## src/rtl/pbh_pkg.sv

```systemverilog
package pbh_pkg;
   typedef enum logic [1:0] {
      RX_EMPTY = 2'd0,
      RX_FULL  = 2'd1,
      RX_DRAIN = 2'd2
   } rx_state_e;

   typedef enum logic [1:0] {
      TX_FREE = 2'd0,
      TX_PEND = 2'd1,
      TX_HOLD = 2'd2
   } tx_state_e;
endpackage

```

## src/rtl/pbh_edge.sv

```systemverilog
module pbh_edge #(
   parameter int NBITS = 2
) (
   input  logic             clk,
   input  logic             rst_n,
   input  logic [NBITS-1:0] lvl,
   output logic [NBITS-1:0] rise
);
   logic [NBITS-1:0] prev_q;

   for (genvar gi = 0; gi < NBITS; gi++) begin : g_bit
      always_ff @(posedge clk or negedge rst_n) begin
         if (!rst_n) prev_q[gi] <= 1'b0;
         else        prev_q[gi] <= lvl[gi];
      end
      assign rise[gi] = lvl[gi] & ~prev_q[gi];
   end
endmodule

```

## src/rtl/pbh_rx_side.sv

```systemverilog
module pbh_rx_side
   import pbh_pkg::*;
#(
   parameter int LINE_W = 16
) (
   input  logic              clk,
   input  logic              rst_n,
   input  logic              clr,
   input  logic              rel_lvl,
   input  logic              rel_rise,
   input  logic              in_valid,
   input  logic [LINE_W-1:0] in_lines,
   output logic              in_ready,
   output logic              full,
   output logic [LINE_W-1:0] held_lines,
   output logic              free_pulse
);
   rx_state_e         st_q, st_d;
   logic [LINE_W-1:0] len_q;
   logic              pulse_q;
   logic              take;

   assign in_ready = (st_q == RX_EMPTY) && !clr;
   assign take     = in_ready && in_valid;

   always_comb begin
      st_d = st_q;
      unique case (st_q)
         RX_EMPTY: if (take) st_d = RX_FULL;
         RX_FULL:  if (rel_rise) st_d = RX_DRAIN;
         RX_DRAIN: if (!rel_lvl) st_d = RX_EMPTY;
         default:  st_d = RX_EMPTY;
      endcase
      if (clr) st_d = RX_EMPTY;
   end

   always_ff @(posedge clk or negedge rst_n) begin
      if (!rst_n) begin
         st_q    <= RX_EMPTY;
         len_q   <= '0;
         pulse_q <= 1'b0;
      end else begin
         st_q    <= st_d;
         pulse_q <= !clr && (st_q == RX_FULL) && rel_rise;
         if (clr)       len_q <= '0;
         else if (take) len_q <= in_lines;
      end
   end

   assign full       = (st_q == RX_FULL);
   assign held_lines = full ? len_q : '0;
   assign free_pulse = pulse_q;
endmodule

```

## src/rtl/pbh_tx_side.sv

```systemverilog
module pbh_tx_side
   import pbh_pkg::*;
#(
   parameter int LINE_W = 16
) (
   input  logic              clk,
   input  logic              rst_n,
   input  logic              clr,
   input  logic              com_lvl,
   input  logic              com_rise,
   input  logic [LINE_W-1:0] cnt_in,
   input  logic              ack,
   output logic              avail,
   output logic              send,
   output logic [LINE_W-1:0] lines_o
);
   tx_state_e         st_q, st_d;
   logic [LINE_W-1:0] cnt_q;
   logic              send_q;
   logic              fire;

   assign fire = !clr && (st_q == TX_FREE) && com_rise;

   always_comb begin
      st_d = st_q;
      unique case (st_q)
         TX_FREE: if (fire) st_d = TX_PEND;
         TX_PEND: if (ack) st_d = com_lvl ? TX_HOLD : TX_FREE;
         TX_HOLD: if (!com_lvl) st_d = TX_FREE;
         default: st_d = TX_FREE;
      endcase
      if (clr) st_d = TX_FREE;
   end

   always_ff @(posedge clk or negedge rst_n) begin
      if (!rst_n) begin
         st_q   <= TX_FREE;
         cnt_q  <= '0;
         send_q <= 1'b0;
      end else begin
         st_q   <= st_d;
         send_q <= fire;
         if (fire) cnt_q <= cnt_in;
      end
   end

   assign avail   = (st_q == TX_FREE);
   assign send    = send_q;
   assign lines_o = cnt_q;
endmodule

```

## src/rtl/pkt_bufhs_ctrl.sv

```systemverilog
module pkt_bufhs_ctrl #(
   parameter int WORD_W  = 32,
   parameter int LINE_W  = 16,
   parameter int REL_BIT = 0,
   parameter int COM_BIT = 1,
   parameter int CLR_BIT = 8
) (
   input  logic              clk,
   input  logic              rst_n,
   input  logic [WORD_W-1:0] cpu_ctrl,
   output logic [WORD_W-1:0] cpu_stat,
   input  logic              rx_valid,
   input  logic [LINE_W-1:0] rx_lines,
   output logic              rx_ready,
   output logic              rx_free,
   output logic              tx_send,
   output logic [LINE_W-1:0] tx_lines,
   input  logic              tx_ack
);
   localparam int CNT_LSB = WORD_W - LINE_W;

   if (LINE_W > WORD_W / 2) begin : g_bad_width
      $error("line count must fit in the upper half of the word");
   end
   if (REL_BIT >= CNT_LSB || COM_BIT >= CNT_LSB || CLR_BIT >= CNT_LSB) begin : g_bad_bits
      $error("control bits overlap the line count field");
   end
   if (REL_BIT == COM_BIT || REL_BIT == CLR_BIT || COM_BIT == CLR_BIT) begin : g_dup_bits
      $error("control bit positions must differ");
   end

   logic [1:0]        hs_lvl, hs_rise;
   logic              clr;
   logic              rx_full, tx_avail;
   logic [LINE_W-1:0] rx_held;

   assign hs_lvl = {cpu_ctrl[COM_BIT], cpu_ctrl[REL_BIT]};
   assign clr    = cpu_ctrl[CLR_BIT];

   pbh_edge #(.NBITS(2)) u_edge (
      .clk  (clk),
      .rst_n(rst_n),
      .lvl  (hs_lvl),
      .rise (hs_rise)
   );

   pbh_rx_side #(.LINE_W(LINE_W)) u_rx (
      .clk       (clk),
      .rst_n     (rst_n),
      .clr       (clr),
      .rel_lvl   (hs_lvl[0]),
      .rel_rise  (hs_rise[0]),
      .in_valid  (rx_valid),
      .in_lines  (rx_lines),
      .in_ready  (rx_ready),
      .full      (rx_full),
      .held_lines(rx_held),
      .free_pulse(rx_free)
   );

   pbh_tx_side #(.LINE_W(LINE_W)) u_tx (
      .clk     (clk),
      .rst_n   (rst_n),
      .clr     (clr),
      .com_lvl (hs_lvl[1]),
      .com_rise(hs_rise[1]),
      .cnt_in  (cpu_ctrl[WORD_W-1 -: LINE_W]),
      .ack     (tx_ack),
      .avail   (tx_avail),
      .send    (tx_send),
      .lines_o (tx_lines)
   );

   always_comb begin
      cpu_stat                     = '0;
      cpu_stat[REL_BIT]            = rx_full;
      cpu_stat[COM_BIT]            = tx_avail;
      cpu_stat[WORD_W-1 -: LINE_W] = rx_held;
   end
endmodule

```

## config.mk

```make
export PLATFORM = sky130hd
export DESIGN_NAME = pkt_bufhs_ctrl
export DESIGN_NICKNAME = d
export VERILOG_FILES = /design/src/rtl/pbh_pkg.sv /design/src/rtl/pbh_edge.sv /design/src/rtl/pbh_rx_side.sv /design/src/rtl/pbh_tx_side.sv /design/src/rtl/pkt_bufhs_ctrl.sv
export SDC_FILE = /design/constraint.sdc
export NUM_CORES = 1
export LEC_CHECK = 0
export ABC_AREA = 1
export BUFFER_PORTS_ARGS = -buffer_cell sky130_fd_sc_hd__buf_2
export CORE_MARGIN = 2
export CORE_UTILIZATION = 44
export CTS_CLUSTER_DIAMETER = 30
export DETAILED_ROUTE_END_ITERATION = 10
export PLACE_DENSITY_LB_ADDON = 0.05
export SYNTH_ARGS = -nofsm -noshare
export SYNTH_HDL_FRONTEND = slang
export SYNTH_SLANG_ARGS = --single-unit
```

## constraint.sdc

```tcl
create_clock -name clk -period 1.49 [get_ports clk]
set_input_delay 0.149 -clock clk [delete_from_list [all_inputs] [get_ports clk]]
set_output_delay 0.149 -clock clk [all_outputs]
set_load 0.02 [all_outputs]
```

==> After elaboration in Yosys (flattened, before gate mapping) <==
Cells that the tools add are included.
{ "op_classes": {"n_eq_ne": 10, "bitwise": 4, "n_reduce_logical": 12, "n_mux": 14} }
{ "ops": {"columns": ["operator", "count"], "rows": [
  ["$mux 16", 3],
  ["$mux 2", 9],
  ["$pmux 2 s3", 2],
  ["$ne 3x2->1 const B", 3],
  ["$ne 3x3->1 const B", 3],
  ["$logic_and 1x1->1", 6],
  ["$reduce_and 3->1", 2],
  ["$eq 2x1->1 const B", 2],
  ["$eq 2x2->1 const B", 2],
  ["$logic_not 2->1", 2],
  ["$and 1x1->1", 2],
  ["$not 1->1", 2],
  ["$reduce_bool 2->1", 1],
  ["$logic_not 1->1", 1]
]} }
{ "word_totals": {"input_bits": 52, "regBits": 40, "wordCells": 48} }

==> Logic depth before layout (Yosys ltp) <==
{ "depth": {"depth_word": 6, "ltp_mapped": 7, "depth_no_buf": 6} }

==> By module <==
Synthesis repeated with hierarchy kept, for this count alone.
{ "hier_totals": {"cells_unflattened": 231, "hier_area_um2": 1933.1} }
{ "modules_own_cells": {"columns": ["mod", "area_per_inst_um2", "cells_per_inst", "instances"], "rows": [
  ["pbh_rx_side", 962.2, 119, 1],
  ["pbh_tx_side", 777.0, 89, 1],
  ["pkt_bufhs_ctrl", 123.9, 17, 1],
  ["pbh_edge", 70.1, 6, 1]
]} }

==> Worst setup path before layout <==
Ideal clock, no wire load.
{ "synth_timing": {"kind": "register to output", "start": "reg u_rx.st_q[1]", "end": "out cpu_stat[19]", "required_time_ns": 1.341, "setup_slack_ns": 0.286, "n_path_buf": 1, "t_arrival_ns": 1.055, "path_stages_with_launch": 5, "cell_sequence": "dfrtp_1 -> inv_1 -> nand2_2 -> buf_2 -> nor2_1"} }
{ "synth_between": {"elab_chain_cells": 2} }
{ "synth_lines": {"columns": ["element", "line", "rtl"], "rows": [
  ["start: declaration", "pbh_rx_side.sv:18", "rx_state_e st_q, st_d;"],
  ["start signal: assignment", "pbh_rx_side.sv:43", "st_q <= st_d;"],
  ["$eq 2x1->1", "pbh_rx_side.sv:50", "assign full = (st_q == RX_FULL);"],
  ["$mux 16", "pbh_rx_side.sv:51", "assign held_lines = full ? len_q : '0;"],
  ["end: declaration", "pkt_bufhs_ctrl.sv:11", "output logic [WORD_W-1:0] cpu_stat,"]
]} }
No other way between the ends.

==> Final worst setup path <==
{ "layout_timing": {"start": "reg u_rx.st_q[1]", "end": "out cpu_stat[27]"} }
Same word-level chain as after synthesis.

==> reports/metrics.cfg <==
[logic_synthesis]
synth-adder-area-share_pct = 0
synth_edf_count = 0
synth_area_leaders = dfrtp_1 52%, nand2_1 14%, buf_4 6.6%
synth_common_cells = 72 x nand2_1, 40 x dfrtp_1, 25 x inv_1
synth_top_family_by_area = simple AND/OR/NAND/NOR gates
synth_top_area_share_pct = 52.0
syn_area_um2 = 1930
ys.flop_type = dfrtp_1
async_flop_share_pct = 100
avgSynthCellArea_um2 = 8.37
ys_types = 17
synthCells = 230
seq_area_frac_synth_pct = 52.0
synth_most_common_cell = nand2_1
synth_seq_cells = 40
synth-simple-area-share_pct = 32.4
netlist.top_cell.by_area = dfrtp_1
synth_compound_area_share_pct = 0.520
synth_warnings = 0
synthXorXnorAreaFrac_pct = 0
muxShareOfSynthArea_pct = 0

[global_route]
grt_pass1_wl_um = 6770
grt_pass1_vias = 1495
use_met2_pct = 28.9
use_met3_pct = 4.04
antenna_found_initial = 0
grt_busiest_layer = met2
grt_usage_pct = 17.2
grt_max_degree = 22
grt.met1_usage_pct = 22.0
grt_overflow_total = 0

[clocking]
cts_made_buffers = 5
clk_latency_ns = 0.28
path_clk_slew_ns = 0.07
postCtsSetupRepairBufs = 0
cts_buffer_depth = 2
htree_levels = 2
clock-sinks = 40
cts_tree = yes
root_buffer = clkbuf_8

[sta]
tns_ns = 0
setup_ws_ns = 0.129
min_period_ns = 1.36
rsz0062_at_grt = no
fin_crit_sh_pct = 91.3
fmax_mhz = 735
drv_slew = 0
setup_violations = 0
fin_skew_ns = 0.00345
hold_violations = 0

[die]
num_rows = 24
die_w_um = 70.2
dieArea_um2 = 4920
initial_utilization_pct = 44.8
num_io_pins = 103
die_h_um = 70.2
core_area_um2 = 4290

[placed_design]
gp_routability_congestion = 0.762
port_buffers = 75
dp_hpwl_um = 2890
dp_slack_ns = 0.260

[critical_path]
critPathBufInv = 2
crit_chain = inv_2, nand2_8, nor2_1, buf_2
worst_path_max_delay_cell = dfrtp_1
worstSetupStartpointType = flop
cpPeakStageDelay_ns = 0.39
cp_top_family = flip-flops
worstSetupPathType = reg2out
arrival_ns = 1.21
cp_max_fo = 17
critPathCaptureType = output pin
critPathRequiredTime_ns = 1.34

[route]
route.detailed.drc = 0
drt-pass1-iter-count = 4
finalWirelength_um = 4070
vias_per_cell = 4.58
avgRoutedWirePerCell_um = 11.3
ant_nets = 0
via_count = 1647
initialDrtViolationCount = 52

[final_layout]
final_nets = 360
regArea_um2 = 1000
multi_input_area_um2 = 699
area_growth_pct = 25.9
n_antenna_cell = 0
drive_above_1_share_pct = 31.2
fillers = 451

[worst_hold_path]
hp-class = in2reg

[pwr]
ir_drop_uv = 610
powerDensity_nw_per_um2 = 1100
leakage_nw = 1.42

[job]
maxCapViolCount = 0

[run_status]
status = finished, final reports clean

kinds of logic after synthesis:
kind of cell,count (synthesis)
simple gates,134
buf+inv,53
flops,40
compound gates,2
other cells,1
metal layers:
metal	share of wire [%]	wire length [um]	vias up
li1	-	-	840
met1	43	1760	751
met2	50	2010	52
met3	6.0	245	4
met4	1.1	43	0
met5	0	0	-
repair_timing:
item                                    in CTS  in global routing
endpoints found under the setup margin      17                 17
hold buffers                                 3                  0
hold endpoints to repair                    21                  0
gates resized for setup                      1                  2
state kept, by name, indices dropped and copies added (netlist names):
name             count
u_edge.prev_q        2
u_rx.free_pulse      1
u_rx.len_q          16
u_rx.st_q            2
u_tx.lines_o        16
u_tx.send            1
u_tx.st_q            2
path summary, 6_finish.rpt:
path | from | slack [ns] | end | cells past startpoint
min in group asynchronous | rst_n | 0.35 | u_tx.lines_o[7] | 2
hold reg to reg | u_tx.lines_o[9] | 0.47 | u_tx.lines_o[9] | 2
setup reg to reg | u_rx.st_q[0] | 0.21 | u_rx.len_q[14] | 5
setup / recovery | u_rx.st_q[1] | 0.13 | cpu_stat[27] | 4
max in group asynchronous | rst_n | 0.67 | u_tx.lines_o[1] | 3
hold / removal | rx_lines[8] | 0.06 | u_rx.len_q[8] | 3
worst register-to-register path, stage by stage, from the launching register on:
cell and delay [ns]:
dfrtp_1 0.47, nor2_4 0.16, nand3_4 0.22, inv_4 0.23
nand2_1 0.07, nand2_1 0.07
cell type report:
type                            instances  area share (%)
Sequential cell                        40            41.3
Multi-Input combinational cell        150            28.8
Timing Repair Buffer                   83            18.8
Inverter                               28            4.44
Clock buffer                            7            3.97
Tap cell                               52            2.68
power breakdown:
part / internal [mW] / total, mW / switching, mW
Clock: 0.412 / 0.770 / 0.357
Sequential: 1.21 / 1.28 / 0.0705
Combinational: 0.209 / 0.623 / 0.414
Total: 1.84 / 2.68 / 0.842
layout by cell type (no fill, tap or decap):
master and instances:
nor2_8 1, dfrtp_1 40, inv_2 3, nand3_4 2
nand2_8 1, inv_4 1, conb_1 14, nor2_4 1
nor2_1 21, dlygate4sd3_1 3, buf_12 1, o21ai_0 2
inv_1 24, nand3_1 19, clkbuf_8 7, nand2_1 72
buf_2 75, buf_4 4, nand4_1 17
per-stage QoR:
| step | power [mW] | std cells | util [%] | hold slack, ns | area [um2] |
|---|---|---|---|---|---|
| after floorplan | 1.72 | 243 | - | -0.147 | 1970 |
| after global placement | 1.92 | 350 | 53.2 | 0.132 | 2280 |
| after detailed placement | 1.93 | 350 | 53.2 | 0.140 | 2280 |
| after CTS | 2.71 | 360 | 56.3 | 0.0484 | 2420 |
| after global routing | 2.83 | 360 | 56.5 | 0.0533 | 2420 |
| final | 2.68 | 360 | 56.5 | 0.0555 | 2420 |
Note: power is estimated with default switching activity, not from simulation.
